`src/rtl/irqc_pkg.sv`:
```
package irqc_pkg;

    localparam int NSRC   = 4;
    localparam int MASK_W = 4;

    // shared source indices
    localparam int SRC_VRES = 0;
    localparam int SRC_VBL  = 1;
    localparam int SRC_HBL  = 2;
    localparam int SRC_PWM  = 3;

    // mask bit positions
    localparam int MB_PWM = 0;
    localparam int MB_CMD = 1;
    localparam int MB_HBL = 2;
    localparam int MB_VBL = 3;

    // readback bit positions
    localparam int RB_FM_BIT  = 15;
    localparam int RB_EN_BIT  = 9;

    // register offsets
    localparam int OFF_MASK    = 'h00;
    localparam int OFF_CLR_CMD = 'h1A;
    localparam int CLR_OFF [NSRC] = '{'h14, 'h16, 'h18, 'h1C};

    typedef enum logic {
        SRC_IDLE = 1'b0,
        SRC_PEND = 1'b1
    } src_state_e;

endpackage

```
`src/rtl/irqc_src_latch.sv`:
```
module irqc_src_latch
    import irqc_pkg::*;
(
    input  logic clk,
    input  logic rst_n,
    input  logic set_i,
    input  logic clr_i,
    output logic pend_o
);

    src_state_e state_q, state_d;

    always_comb begin
        state_d = state_q;
        unique case (state_q)
            SRC_IDLE: if (set_i) state_d = SRC_PEND;
            SRC_PEND: if (clr_i && !set_i) state_d = SRC_IDLE;
            default:  state_d = SRC_IDLE;
        endcase
    end

    always_ff @(posedge clk) begin
        if (!rst_n) state_q <= SRC_IDLE;
        else        state_q <= state_d;
    end

    always_comb begin
        pend_o = (state_q == SRC_PEND);
    end

    p_set_wins_r9: assert property (@(posedge clk) disable iff (!rst_n)
        set_i |=> pend_o);

    p_clear_takes_r4: assert property (@(posedge clk) disable iff (!rst_n)
        (clr_i && !set_i) |=> !pend_o);

    p_hold_r10: assert property (@(posedge clk) disable iff (!rst_n)
        (!set_i && !clr_i) |=> $stable(pend_o));

endmodule

```
`src/rtl/irqc_cpu_port.sv`:
```
module irqc_cpu_port
    import irqc_pkg::*;
#(
    parameter int AW = 6,
    parameter int DW = 16
) (
    input  logic            clk,
    input  logic            rst_n,
    input  logic            wr,
    input  logic [AW-1:0]   addr,
    input  logic [DW-1:0]   wdata,
    input  logic            fm,
    input  logic [NSRC-1:0] pend_src,
    input  logic            pend_cmd,
    output logic [DW-1:0]   rdata,
    output logic [NSRC-1:0] clr_src,
    output logic            clr_cmd,
    output logic            irq
);

    localparam logic [AW-1:0] A_MASK    = AW'(OFF_MASK);
    localparam logic [AW-1:0] A_CLR_CMD = AW'(OFF_CLR_CMD);

    logic [MASK_W-1:0] mask_q;
    logic              mask_hit;

    assign mask_hit = wr && (addr == A_MASK);
    assign clr_cmd  = wr && (addr == A_CLR_CMD);

    for (genvar g = 0; g < NSRC; g++) begin : g_clr
        assign clr_src[g] = wr && (addr == AW'(CLR_OFF[g]));
    end

    always_ff @(posedge clk) begin
        if (!rst_n)        mask_q <= '0;
        else if (mask_hit) mask_q <= wdata[MASK_W-1:0];
    end

    always_comb begin
        rdata = '0;
        if (addr == A_MASK) begin
            rdata[RB_FM_BIT]  = fm;
            rdata[RB_EN_BIT]  = 1'b1;
            rdata[MASK_W-1:0] = mask_q;
        end
    end

    always_comb begin
        irq = pend_src[SRC_VRES]
            | (pend_src[SRC_PWM] & mask_q[MB_PWM])
            | (pend_cmd          & mask_q[MB_CMD])
            | (pend_src[SRC_HBL] & mask_q[MB_HBL])
            | (pend_src[SRC_VBL] & mask_q[MB_VBL]);
    end

    p_mask_load_r6: assert property (@(posedge clk) disable iff (!rst_n)
        mask_hit |=> (mask_q == $past(wdata[MASK_W-1:0])));

    p_mask_keep_r6: assert property (@(posedge clk) disable iff (!rst_n)
        !mask_hit |=> $stable(mask_q));

endmodule

```
`src/rtl/dual_irq_ctrl.sv`:
```
module dual_irq_ctrl
    import irqc_pkg::*;
#(
    parameter int NCPU = 2,
    parameter int AW   = 6,
    parameter int DW   = 16
) (
    input  logic                clk,
    input  logic                rst_n,
    input  logic                host_wr,
    input  logic [7:0]          host_data,
    input  logic                adapter_fm,
    input  logic [NSRC-1:0]     src_set,
    input  logic [NCPU-1:0]     cpu_wr,
    input  logic [NCPU*AW-1:0]  cpu_addr,
    input  logic [NCPU*DW-1:0]  cpu_wdata,
    output logic [NCPU*DW-1:0]  cpu_rdata,
    output logic [NCPU-1:0]     cpu_irq
);

    logic [NSRC-1:0] clr_src_by_cpu [NCPU];
    logic [NSRC-1:0] clr_src_any;
    logic [NSRC-1:0] pend_src;
    logic [NCPU-1:0] clr_cmd;
    logic [NCPU-1:0] set_cmd;
    logic [NCPU-1:0] pend_cmd;

    always_comb begin
        clr_src_any = '0;
        for (int c = 0; c < NCPU; c++) clr_src_any |= clr_src_by_cpu[c];
    end

    for (genvar s = 0; s < NSRC; s++) begin : g_src
        irqc_src_latch u_src (
            .clk    (clk),
            .rst_n  (rst_n),
            .set_i  (src_set[s]),
            .clr_i  (clr_src_any[s]),
            .pend_o (pend_src[s])
        );
    end

    for (genvar c = 0; c < NCPU; c++) begin : g_cpu
        assign set_cmd[c] = host_wr && host_data[c];

        irqc_src_latch u_cmd (
            .clk    (clk),
            .rst_n  (rst_n),
            .set_i  (set_cmd[c]),
            .clr_i  (clr_cmd[c]),
            .pend_o (pend_cmd[c])
        );

        irqc_cpu_port #(.AW(AW), .DW(DW)) u_port (
            .clk      (clk),
            .rst_n    (rst_n),
            .wr       (cpu_wr[c]),
            .addr     (cpu_addr[c*AW +: AW]),
            .wdata    (cpu_wdata[c*DW +: DW]),
            .fm       (adapter_fm),
            .pend_src (pend_src),
            .pend_cmd (pend_cmd[c]),
            .rdata    (cpu_rdata[c*DW +: DW]),
            .clr_src  (clr_src_by_cpu[c]),
            .clr_cmd  (clr_cmd[c]),
            .irq      (cpu_irq[c])
        );

        p_host_raise_r2: assert property (@(posedge clk) disable iff (!rst_n)
            (host_wr && host_data[c]) |=> pend_cmd[c]);

        p_own_clear_r5: assert property (@(posedge clk) disable iff (!rst_n)
            (cpu_wr[c] && cpu_addr[c*AW +: AW] == AW'(OFF_CLR_CMD) && !(host_wr && host_data[c]))
            |=> !pend_cmd[c]);

        p_vres_unmasked_r8: assert property (@(posedge clk) disable iff (!rst_n)
            pend_src[SRC_VRES] |-> cpu_irq[c]);
    end

    p_reset_clean_r1: assert property (@(posedge clk)
        !rst_n |=> (pend_src == '0 && pend_cmd == '0));

endmodule

```
`config.mk`:
```
export PLATFORM = sky130hd
export DESIGN_NAME = dual_irq_ctrl
export DESIGN_NICKNAME = d
export VERILOG_FILES = /design/src/rtl/irqc_pkg.sv /design/src/rtl/irqc_src_latch.sv /design/src/rtl/irqc_cpu_port.sv /design/src/rtl/dual_irq_ctrl.sv
export SDC_FILE = /design/constraint.sdc
export NUM_CORES = 1
export LEC_CHECK = 0
export ABC_AREA = 1
export BUFFER_PORTS_ARGS = -buffer_cell sky130_fd_sc_hd__clkbuf_2
export CAP_MARGIN = 10
export CORE_MARGIN = 3
export CORE_UTILIZATION = 38
export DETAILED_ROUTE_END_ITERATION = 8
export PLACE_DENSITY = 0.86
export SYNTH_ARGS = -nofsm -noshare
export SYNTH_HDL_FRONTEND = slang
export SYNTH_SLANG_ARGS = --single-unit
```
`constraint.sdc`:
```
create_clock -name clk -period 1.1 [get_ports clk]
set_input_delay 0.33 -clock clk [delete_from_list [all_inputs] [get_ports clk]]
set_output_delay 0.33 -clock clk [all_outputs]
set_load 0.01 [all_outputs]
```
==> qor.yml, run 1 <==
path_class: "flop to output port"
regArea_um2: 292.8
n_antenna_cell: 0
critPathMaxFanout: 3
fillers: 239
num_io_pins: 96
coreArea_um2: 2613
hold_start: "src_set[0]"
rows: 18
timing.rr.start: "g_src[3].u_src.pend_o$_SDFF_PN0_"
ant_nets: 0
final_util_pct: 59.77
r2r_slack_ns: 0.43
cts_made_buffers: 3
grt_pass1_vias: 966
drtIter0Drc: 21
synth-main-ff-cell: "dfxtp_1"
first_pass_iters: 4
wl_met3_um: 193
wl_met2_um: 1380
yosys_warnings: 0
syn_avg_cell_area_um2: 6.089
fin_ws_ns: -0.2214
outcome: "finished, violations left"
ir_drop_mv: 0.4687
dp_hpwl_um: 2032
gp_congestion: 0.7875
antenna_found_initial: 0
crit_arrival_ns: 0.99
wl_per_cell_um: 9.959
finClkSkew_ns: 0
finalSetupTns_ns: -2.327
synth_seq_area_share_pct: 25.57
fp.dieW_um: 59.71
post-synth-top-count-cell: "nand2_1"
period_minus_slack_ns: 1.321
drv_cap: 0
netlist.area_leader.share_pct: 25.57
io_buffers: 45
grt_pass1_wl_um: 3815
fmax_mhz: 756.8
synth-edff-count: 0
wl_met1_um: 1044
max_stage_delay_ns: 0.35
synth.distinct_cells: 14
synth_async_sr_flop_share_pct: 0
grt_max_degree: 10
grt_remaining_overflow: 0
synth.cells.most_frequent: "nand2_1, nor2_1, inv_1, buf_4, dfxtp_1"
die_h_um: 59.71
multi_input_area_um2: 641.9
synth_area_leaders: "dfxtp_1, buf_4, nand2_1, nor2_1, inv_1"
cp.required_ns: 0.77
cts_buffer_depth: 2
die_area_um2: 3565
fin_cells: 270
crit_start: "g_cpu[1].u_port.mask_q[2]$_SDFFE_PN0P_"
cts_sinks: 14
drc_errors: 0
syn_to_final_growth_pct: 42.47
hold_viol_final: 0
hold_class: "input pin to flop"
start_kind: "flop"
grt_usage_pct: 14.18
root_buffer: "clkbuf_4"
fin_nets: 303
clk_pin_slew_ns: 0.08
p_per_area_nw_per_um2: 776.5
violations: "setup timing"
top_layer: "met4"
worstSkewPairLatency_ns: 0.28
period_share_pct: 120.1
p_leak_nw: 0.8469
worstSetupEndpointType: "output port"
cp_slowest_cell: "dfxtp_2"
start_util_pct: 41.95
syn_inst: 180
netlist_area_um2: 1096
drive_above_1_share_pct: 40.83
placedCellCount: 262
via_per_inst: 4.267
rsz0062_at_grt: "yes"
slew_viol_final: 0
cts_tree: "yes"
routed-via-count: 1152
yosys.area.top_type: "dfxtp_1"
wirelength_um: 2689
path_cells: "a21oi_2 -> nand4_1 -> buf_2"
ys_seq_elements: 14
h-tree-depth: 1
setup_violations: 14
[flip-flops by register name, summed over array words and instances, names as in the netlist]
signal,cells
g_cpu.u_cmd.pend_o,2
g_cpu.u_port.mask_q,8
g_src.u_src.pend_o,4
[cells by family after synthesis]
kind of cell	after synthesis	share of synthesized area (%)
other	1	0.3421
AO/OA/AOI/OAI	8	3.653
buffers and inverters	58	27.40
flip-flops	14	25.57
AND/OR/NAND/NOR	99	43.04
[worst max-delay path: cells and delay by family, from the launching register on]
family | cells | cell delay (ns)
flip-flops | 1 | 0.35
AO/OA/AOI/OAI | 1 | 0.13
buffers and inverters | 1 | 0.15
AND/OR/NAND/NOR | 1 | 0.09
[where the power goes]
part	switching (mW)	leakage (nW)	internal (mW)
sequential	0.0157	0.119	0.526
clock	0.171	0.0210	0.201
combinational	0.160	0.707	0.138
[layer usage]
metal  vias up  global-route usage [%]
met5         -                       0
met4         0                   7.278
met3        11                   2.160
met2        46                   25.00
met1       491                   16.32
li1        604                       -
[stage by stage]
step	power, mW	setup WS, ns	instance area (um2)	hold WS, ns
final	1.213	-0.2214	1562	0.2588
after floorplan	0.7381	-0.01684	1167	0.4389
after global placement	0.7999	-0.2032	1356	0.4533
after detailed placement	0.8061	-0.2249	1356	0.4562
after CTS	1.192	-0.2371	1445	0.2621
after global routing	1.281	-0.2846	1562	0.2725
[final timing paths]
path | endpoint | depth (start not counted)
setup / recovery | cpu_irq[1] | 3
hold / removal | g_src[0].u_src.pend_o$_SDFF_PN0_ | 3
setup reg to reg | g_src[3].u_src.pend_o$_SDFF_PN0_ | 2
hold reg to reg | g_cpu[1].u_cmd.pend_o$_SDFF_PN0_ | 2
[cell type report]
class                           instances  area share [%]
Timing Repair Buffer                   60           27.00
Tap cell                               30           2.404
Inverter                               35           8.413
Sequential cell                        14           18.75
Clock buffer                            4           2.324
Multi-Input combinational cell        127           41.11
[timing repair]
action,in CTS,in global routing
pin swaps,4,9
endpoints found under the setup margin,14,14
hold buffers,0,0
gates resized for setup,16,50
setup buffers,2,2
[cell usage in the layout (no fill, tap or decap), types with 6 or more instances in the layout]
| cell type | count |
|---|---|
| a21oi_1 | 6 |
| conb_1 | 20 |
| dfxtp_2 | 10 |
| nor2_2 | 8 |
| nand3_1 | 8 |
| nor2_1 | 29 |
| inv_1 | 32 |
| buf_4 | 12 |
| buf_6 | 9 |
| nor2_4 | 7 |
| clkbuf_2 | 27 |
| nand2_1 | 41 |
| buf_2 | 9 |
(Power assumes the default switching activity.)
==> inputs of run 2 (changes only) <==
Settings changed: CORE_MARGIN 3 to 5.
==> qor.yml, run 2 (synthesis results as in run 1) <==
die_h_um: 63.71  # was 59.71 um
via_per_inst: 4.297  # was 4.267
gp_congestion: 0.7858  # was 0.7875
io_buffers: 45  # unchanged
totalPowerFinal_mw: 1.209  # was 1.213 mW
gr-max-usage-layer: "met2"  # unchanged
dp_hpwl_um: 2107  # was 2032 um
global_route.usage.met3_pct: 2.664  # was 2.160%
p_sw_share_pct: 28.08  # was 28.60%
worstSetupEndpointType: "output port"  # unchanged
cts_tree: "yes"  # unchanged
largest_reg_flops: 8  # unchanged
ir_drop_mv: 0.5042  # was 0.4687 mV
h-tree-depth: 1  # unchanged
period_minus_slack_ns: 1.353  # was 1.321 ns
start_kind: "flop"  # unchanged
drive_above_1_share_pct: 39.50  # was 40.83%
switching_power_mw: 0.3395  # was 0.3468 mW
ant_nets: 0  # unchanged
cp_slowest_cell: "dfxtp_2"  # unchanged
root_buffer: "clkbuf_4"  # unchanged
period_share_pct: 123.0  # was 120.1%
layout_commonest_cell: "nand2_1"  # unchanged
routed-via-count: 1156  # was 1152
grt_remaining_overflow: 0  # unchanged
fp.dieW_um: 63.71  # was 59.71 um
violations: "setup timing"  # unchanged
coreArea_um2: 2758  # was 2613 um2
hold_class: "input pin to flop"  # unchanged
cell_internal_pwr_mw: 0.8695  # was 0.8657 mW
crit_arrival_ns: 1.02  # was 0.99 ns
fin_ws_ns: -0.2533  # was -0.2214 ns
grt_max_degree: 10  # unchanged
drc_errors: 0  # unchanged
wirelength_um: 2784  # was 2689 um
cts_sinks: 14  # unchanged
rsz0062_at_grt: "yes"  # unchanged
max_stage_delay_ns: 0.35  # about the same
cts_buffer_depth: 2  # unchanged
final_cell_mix: "nand2_1, inv_1, nor2_1"  # unchanged
cp_num_cells: 3  # unchanged
critPathMaxFanout: 3  # unchanged
syn_to_final_growth_pct: 41.89  # was 42.47%
drtIter0Drc: 26  # was 21
cts_made_buffers: 3  # unchanged
fin_nets: 301  # was 303
fillers: 272  # was 239
cp_num_buf_inv: 1  # unchanged
fmax_mhz: 739.0  # was 756.8 MHz
drv_cap: 0  # unchanged
worstSkewPairLatency_ns: 0.28  # about the same
grtUsageMet1_pct: 13.07  # was 16.32%
reg2reg_depth: 2  # unchanged
finClkSkew_ns: 0  # unchanged
p_leak_nw: 0.8408  # was 0.8469 nW
num_io_pins: 96  # unchanged
rows: 19  # was 18
clk_pin_slew_ns: 0.09  # was 0.08 ns
start_util_pct: 39.75  # was 41.95%
path_cells: "a21oi_2 -> nand4_1 -> buf_2"  # unchanged
outcome: "finished, violations left"  # unchanged
antenna_found_initial: 0  # unchanged
combPwrFrac_pct: 24.8  # was 24.6%
die_area_um2: 4058  # was 3565 um2
cp.required_ns: 0.77  # about the same
globalRouteMet2Util_pct: 20.43  # was 25.00%
hold_viol_final: 0  # unchanged
grt_pass1_vias: 1037  # was 966
grt_pass1_wl_um: 3933  # was 3815 um
path_class: "flop to output port"  # unchanged
setup_violations: 14  # unchanged
clkPwrFrac_pct: 30.4  # was 30.7%
crit_family: "flip-flops"  # unchanged
r2r_slack_ns: 0.46  # was 0.43 ns
grt_usage_pct: 11.61  # was 14.18%
power_frac_seq_pct: 44.8  # was 44.7%
wl_per_cell_um: 10.35  # was 9.959 um
final_util_pct: 56.40  # was 59.77%
slew_viol_final: 0  # unchanged
holdPathStages: 3  # unchanged
n_antenna_cell: 0  # unchanged
p_per_area_nw_per_um2: 777.3  # was 776.5 nW/um2
largest_register: "g_cpu.u_port.mask_q"  # unchanged
first_pass_iters: 4  # unchanged
[run 2: cell types whose count changed in the layout (fill, tap and decap cells not counted), sizes merged]
cell and change:
clkbuf -5, buf +3
[run 2: worst paths after layout]
kind,start,to
worst min register to register,g_cpu[1].u_cmd.pend_o$_SDFF_PN0_,g_cpu[1].u_cmd.pend_o$_SDFF_PN0_
worst max-delay path,g_src[2].u_src.pend_o$_SDFF_PN0_,cpu_irq[1]
worst min-delay path,src_set[0],g_src[0].u_src.pend_o$_SDFF_PN0_
worst max register to register,g_src[0].u_src.pend_o$_SDFF_PN0_,g_src[0].u_src.pend_o$_SDFF_PN0_
[run 2: through the flow]
stage / TNS [ns] / hold WS [ns] / setup WS [ns] / cells / cell area, um2
final: -2.323 / 0.2711 / -0.2533 / 269 / 1555
after global routing: -3.281 / 0.2774 / -0.2973 / 269 / 1555
after CTS: -2.477 / 0.2694 / -0.2587 / 267 / 1440
after detailed placement: -3.423 / 0.4564 / -0.2533 / 262 / 1350
after global placement: -2.978 / 0.4540 / -0.2497 / 262 / 1350
after floorplan: -0.1649 / 0.4389 / -0.01684 / 199 / 1167
[run 2: worst min-delay path, delay by kind of cell]
| family | cells | cell delay, ns |
|---|---|---|
| compound gates | 1 | 0.06 |
| buf+inv | 2 | 0.13 |
[run 2: power by group through the flow]
stage,sequential [mW],combinational [mW],clock (mW)
after global routing,0.545,0.332,0.402
after global placement,0.549,0.247,0
after floorplan,0.545,0.193,0
after CTS,0.542,0.269,0.370
after detailed placement,0.550,0.254,0
final,0.541,0.300,0.368
[run 2: layout make-up]
type / instances / area (um2) / area share [%]
Multi-Input combinational cell: 127 / 634.4 / 40.79
Timing Repair Buffer: 58 / 421.7 / 27.11
Sequential cell: 14 / 292.8 / 18.83
Inverter: 35 / 131.4 / 8.447
Tap cell: 31 / 38.79 / 2.494
Clock buffer: 4 / 36.28 / 2.333
[run 2: per-layer routing]
| layer | routed length (um) | up-vias |
|---|---|---|
| met5 | 0 | - |
| met4 | 43 | 0 |
| met3 | 228 | 6 |
| met2 | 1420 | 47 |
| met1 | 1092 | 502 |
| li1 | - | 601 |
[run 2: what timing repair did]
action / CTS / global route
setup buffers: 1 / 2
endpoints found under the hold margin: 0 / 0
setup endpoints to repair: 14 / 14
hold buffers: 0 / 0
pin swaps: 6 / 9
resized for setup: 16 / 56
==> inputs of run 3 (changes only) <==
Settings changed: ABC_AREA 1 to 0, CORE_UTILIZATION 38 to 35, CTS_BUF_LIST from default to sky130_fd_sc_hd__clkbuf_4 sky130_fd_sc_hd__clkbuf_8 sky130_fd_sc_hd__clkbuf_16, PLACE_DENSITY 0.86 to 0.84.
==> qor.yml, run 3 <==
outcome: "finished, violations left"  # unchanged
violations: "setup timing"  # unchanged
hold_start: "cpu_wdata[1]"  # was src_set[0]
reg2reg_depth: 3  # was 2
grt_pass1_vias: 1031  # was 1037
routed-via-count: 1019  # was 1156
final_cell_mix: "clkbuf_2, nand2_1, buf_4"  # was nand2_1, inv_1, nor2_1
period_minus_slack_ns: 1.791  # was 1.353 ns
syn_avg_cell_area_um2: 8.049  # was 6.089 um2
n_antenna_cell: 0  # unchanged
p_sw_share_pct: 28.55  # was 28.08%
dp_hpwl_um: 2272  # was 2107 um
final_util_pct: 55.96  # was 56.40%
clkPwrFrac_pct: 25.0  # was 30.4%
io_buffers: 45  # unchanged
synth_async_sr_flop_share_pct: 0  # unchanged
p_leak_nw: 0.7899  # was 0.8408 nW
drv_cap: 0  # unchanged
synth_mux_area_share_pct: 8.290  # was 0%
fin_cells: 217  # was 269
rsz0062_at_grt: "yes"  # unchanged
synth.distinct_cells: 27  # was 14
cts_tree: "yes"  # unchanged
largest_reg_flops: 8  # unchanged
coreArea_um2: 2710  # was 2758 um2
fillers: 263  # was 272
start_util_pct: 35.64  # was 39.75%
netlist_area_um2: 965.9  # was 1096 um2
grt_remaining_overflow: 0  # unchanged
ctsHoldBuffers: 0  # unchanged
grt_max_degree: 13  # was 10
worstSkewPairLatency_ns: 0.26  # was 0.28 ns
slew_viol_final: 0  # unchanged
finClkSkew_ns: 0  # unchanged
synth_top_family_by_area: "simple AND/OR/NAND/NOR gates"  # unchanged
h-tree-depth: 1  # unchanged
cts_made_buffers: 3  # unchanged
path_class: "input pin to output port"  # was flop to output port
layout_commonest_cell: "clkbuf_2"  # was nand2_1
largest_register: "g_cpu.u_port.mask_q"  # unchanged
setup_violations: 21  # was 14
p_per_area_nw_per_um2: 732.3  # was 777.3 nW/um2
switching_power_mw: 0.3171  # was 0.3395 mW
start_kind: "input pin"  # was flop
drtIter0Drc: 24  # was 26
grt_pass1_wl_um: 4547  # was 3933 um
num_io_pins: 96  # unchanged
first_pass_iters: 4  # unchanged
gp_congestion: 0.7340  # was 0.7858
fp.dieW_um: 62.54  # was 63.71 um
netlist.area_leader.share_pct: 29.02  # was 25.57%
cp.required_ns: 0.77  # about the same
power_frac_seq_pct: 48.7  # was 44.8%
combPwrFrac_pct: 26.3  # was 24.8%
whs_ns: 0.2796  # was 0.2711 ns
grt_usage_pct: 13.78  # was 11.61%
die_h_um: 62.54  # was 63.71 um
synth_area_leaders: "dfxtp_1, buf_4, nand2_1, mux2i_1, o41ai_1"  # was dfxtp_1, buf_4, nand2_1, nor2_1, inv_1
clk_pin_slew_ns: 0.08  # was 0.09 ns
fin_ws_ns: -0.6906  # was -0.2533 ns
root_buffer: "clkbuf_4"  # unchanged
synth_seq_area_share_pct: 29.02  # was 25.57%
synthAdderAreaFrac_pct: 0  # unchanged
yosys_warnings: 0  # unchanged
fin_nets: 250  # was 301
fmax_mhz: 558.5  # was 739.0 MHz
wirelength_um: 2948  # was 2784 um
drive_above_1_share_pct: 49.46  # was 39.50%
dpl_cell_area_um2: 1340  # was 1350 um2
hold_class: "input pin to flop"  # unchanged
placedCellCount: 213  # was 262
synth-main-ff-cell: "dfxtp_1"  # unchanged
synth-simple-area-share_pct: 27.33  # was 43.04%
syn_to_final_growth_pct: 56.99  # was 41.89%
rows: 19  # unchanged
ys_seq_elements: 14  # unchanged
worstSetupEndpointType: "output port"  # unchanged
cts_sinks: 14  # unchanged
period_share_pct: 162.8  # was 123.0%
holdPathStages: 3  # unchanged
yosys.area.top_type: "dfxtp_1"  # unchanged
final_area_um2: 1516  # was 1555 um2
drc_errors: 0  # unchanged
antenna_found_initial: 0  # unchanged
synth-xor-area-share_pct: 0  # unchanged
die_area_um2: 3911  # was 4058 um2
synth.cells.most_frequent: "nand2_1, buf_4, dfxtp_1, mux2i_1, and2_1"  # was nand2_1, nor2_1, inv_1, buf_4, dfxtp_1
synth-edff-count: 0  # unchanged
crit_start: "cpu_addr[10]"  # was g_src[2].u_src.pend_o$_SDFF_PN0_
wl_per_cell_um: 13.59  # was 10.35 um
cts_buffer_depth: 2  # unchanged
post-synth-top-count-cell: "nand2_1"  # unchanged
synth_compound_area_share_pct: 13.99  # was 3.653%
via_per_inst: 4.696  # was 4.297
cell_internal_pwr_mw: 0.7935  # was 0.8695 mW
ant_nets: 0  # unchanged
crit_arrival_ns: 1.46  # was 1.02 ns
critPathMaxFanout: 6  # was 3
hold_viol_final: 0  # unchanged
ir_drop_mv: 0.5634  # was 0.5042 mV
syn_inst: 120  # was 180
timing.rr.start: "g_src[2].u_src.pend_o$_SDFF_PN0_"  # was g_src[0].u_src.pend_o$_SDFF_PN0_
## run 3: logic make-up (layout without fill, tap and decap cells)
logic type / Yosys count / count (layout)
multiplexers: 8 / 8
other: 1 / 20
AND/OR/NAND/NOR: 48 / 48
flip-flops: 14 / 14
buffers and inverters: 30 / 77
AO/OA/AOI/OAI: 19 / 19
## run 3: what timing repair did
item                       CTS  global route
setup buffers                1             0
setup endpoints to repair   25            26
gates resized for setup      7            38
pin swaps                    9             7
## run 3: worst paths after layout
| kind | slack, ns | to |
|---|---|---|
| worst max register to register | 0.29 | g_src[2].u_src.pend_o$_SDFF_PN0_ |
| worst min-delay path | 0.28 | g_cpu[0].u_port.mask_q[1]$_SDFFE_PN0P_ |
| worst max-delay path | -0.69 | cpu_rdata[17] |
| worst min register to register | 0.49 | g_cpu[1].u_port.mask_q[2]$_SDFFE_PN0P_ |
## run 3: power groups by stage
stage / Sequential (mW) / Clock, mW / Combinational [mW]
floorplan: 0.544 / 0 / 0.169
detailed placement: 0.551 / 0 / 0.252
global placement: 0.551 / 0 / 0.247
global route: 0.543 / 0.307 / 0.318
CTS: 0.540 / 0.282 / 0.268
finish: 0.541 / 0.278 / 0.292
## run 3: cell type report
class	count	area, um2	share of cell area [%]
flip-flops and latches	14	281.5	18.56
multi-input cells	95	655.6	43.23
clock buffers	3	22.52	1.485
inverters	5	18.77	1.238
repair buffers	69	499.2	32.92
well taps	31	38.79	2.558
## run 3: metrics by stage
stage / setup slack [ns] / setup TNS, ns / total power, mW
after floorplan: -0.5955 / -7.351 / 0.7131
after global routing: -0.7452 / -9.556 / 1.168
after global placement: -0.6940 / -11.91 / 0.7980
final: -0.6906 / -8.822 / 1.111
after detailed placement: -0.7089 / -12.22 / 0.8033
after CTS: -0.7108 / -9.118 / 1.090
## run 3: worst max-delay path, stage by stage
cell    delay [ns]
buf_6         0.09
or4_4         0.53
nor3_2        0.11
buf_4         0.15
and2_1        0.12
buf_2         0.12
## run 3: layer usage
| layer | vias to the layer above | track usage (%) | wire length (um) |
|---|---|---|---|
| met5 | - | 0 | 0 |
| met2 | 37 | 24.09 | 1545 |
| met1 | 464 | 16.92 | 1216 |
| li1 | 516 | - | - |
| met4 | 0 | 2.387 | 10 |
| met3 | 2 | 3.777 | 175 |
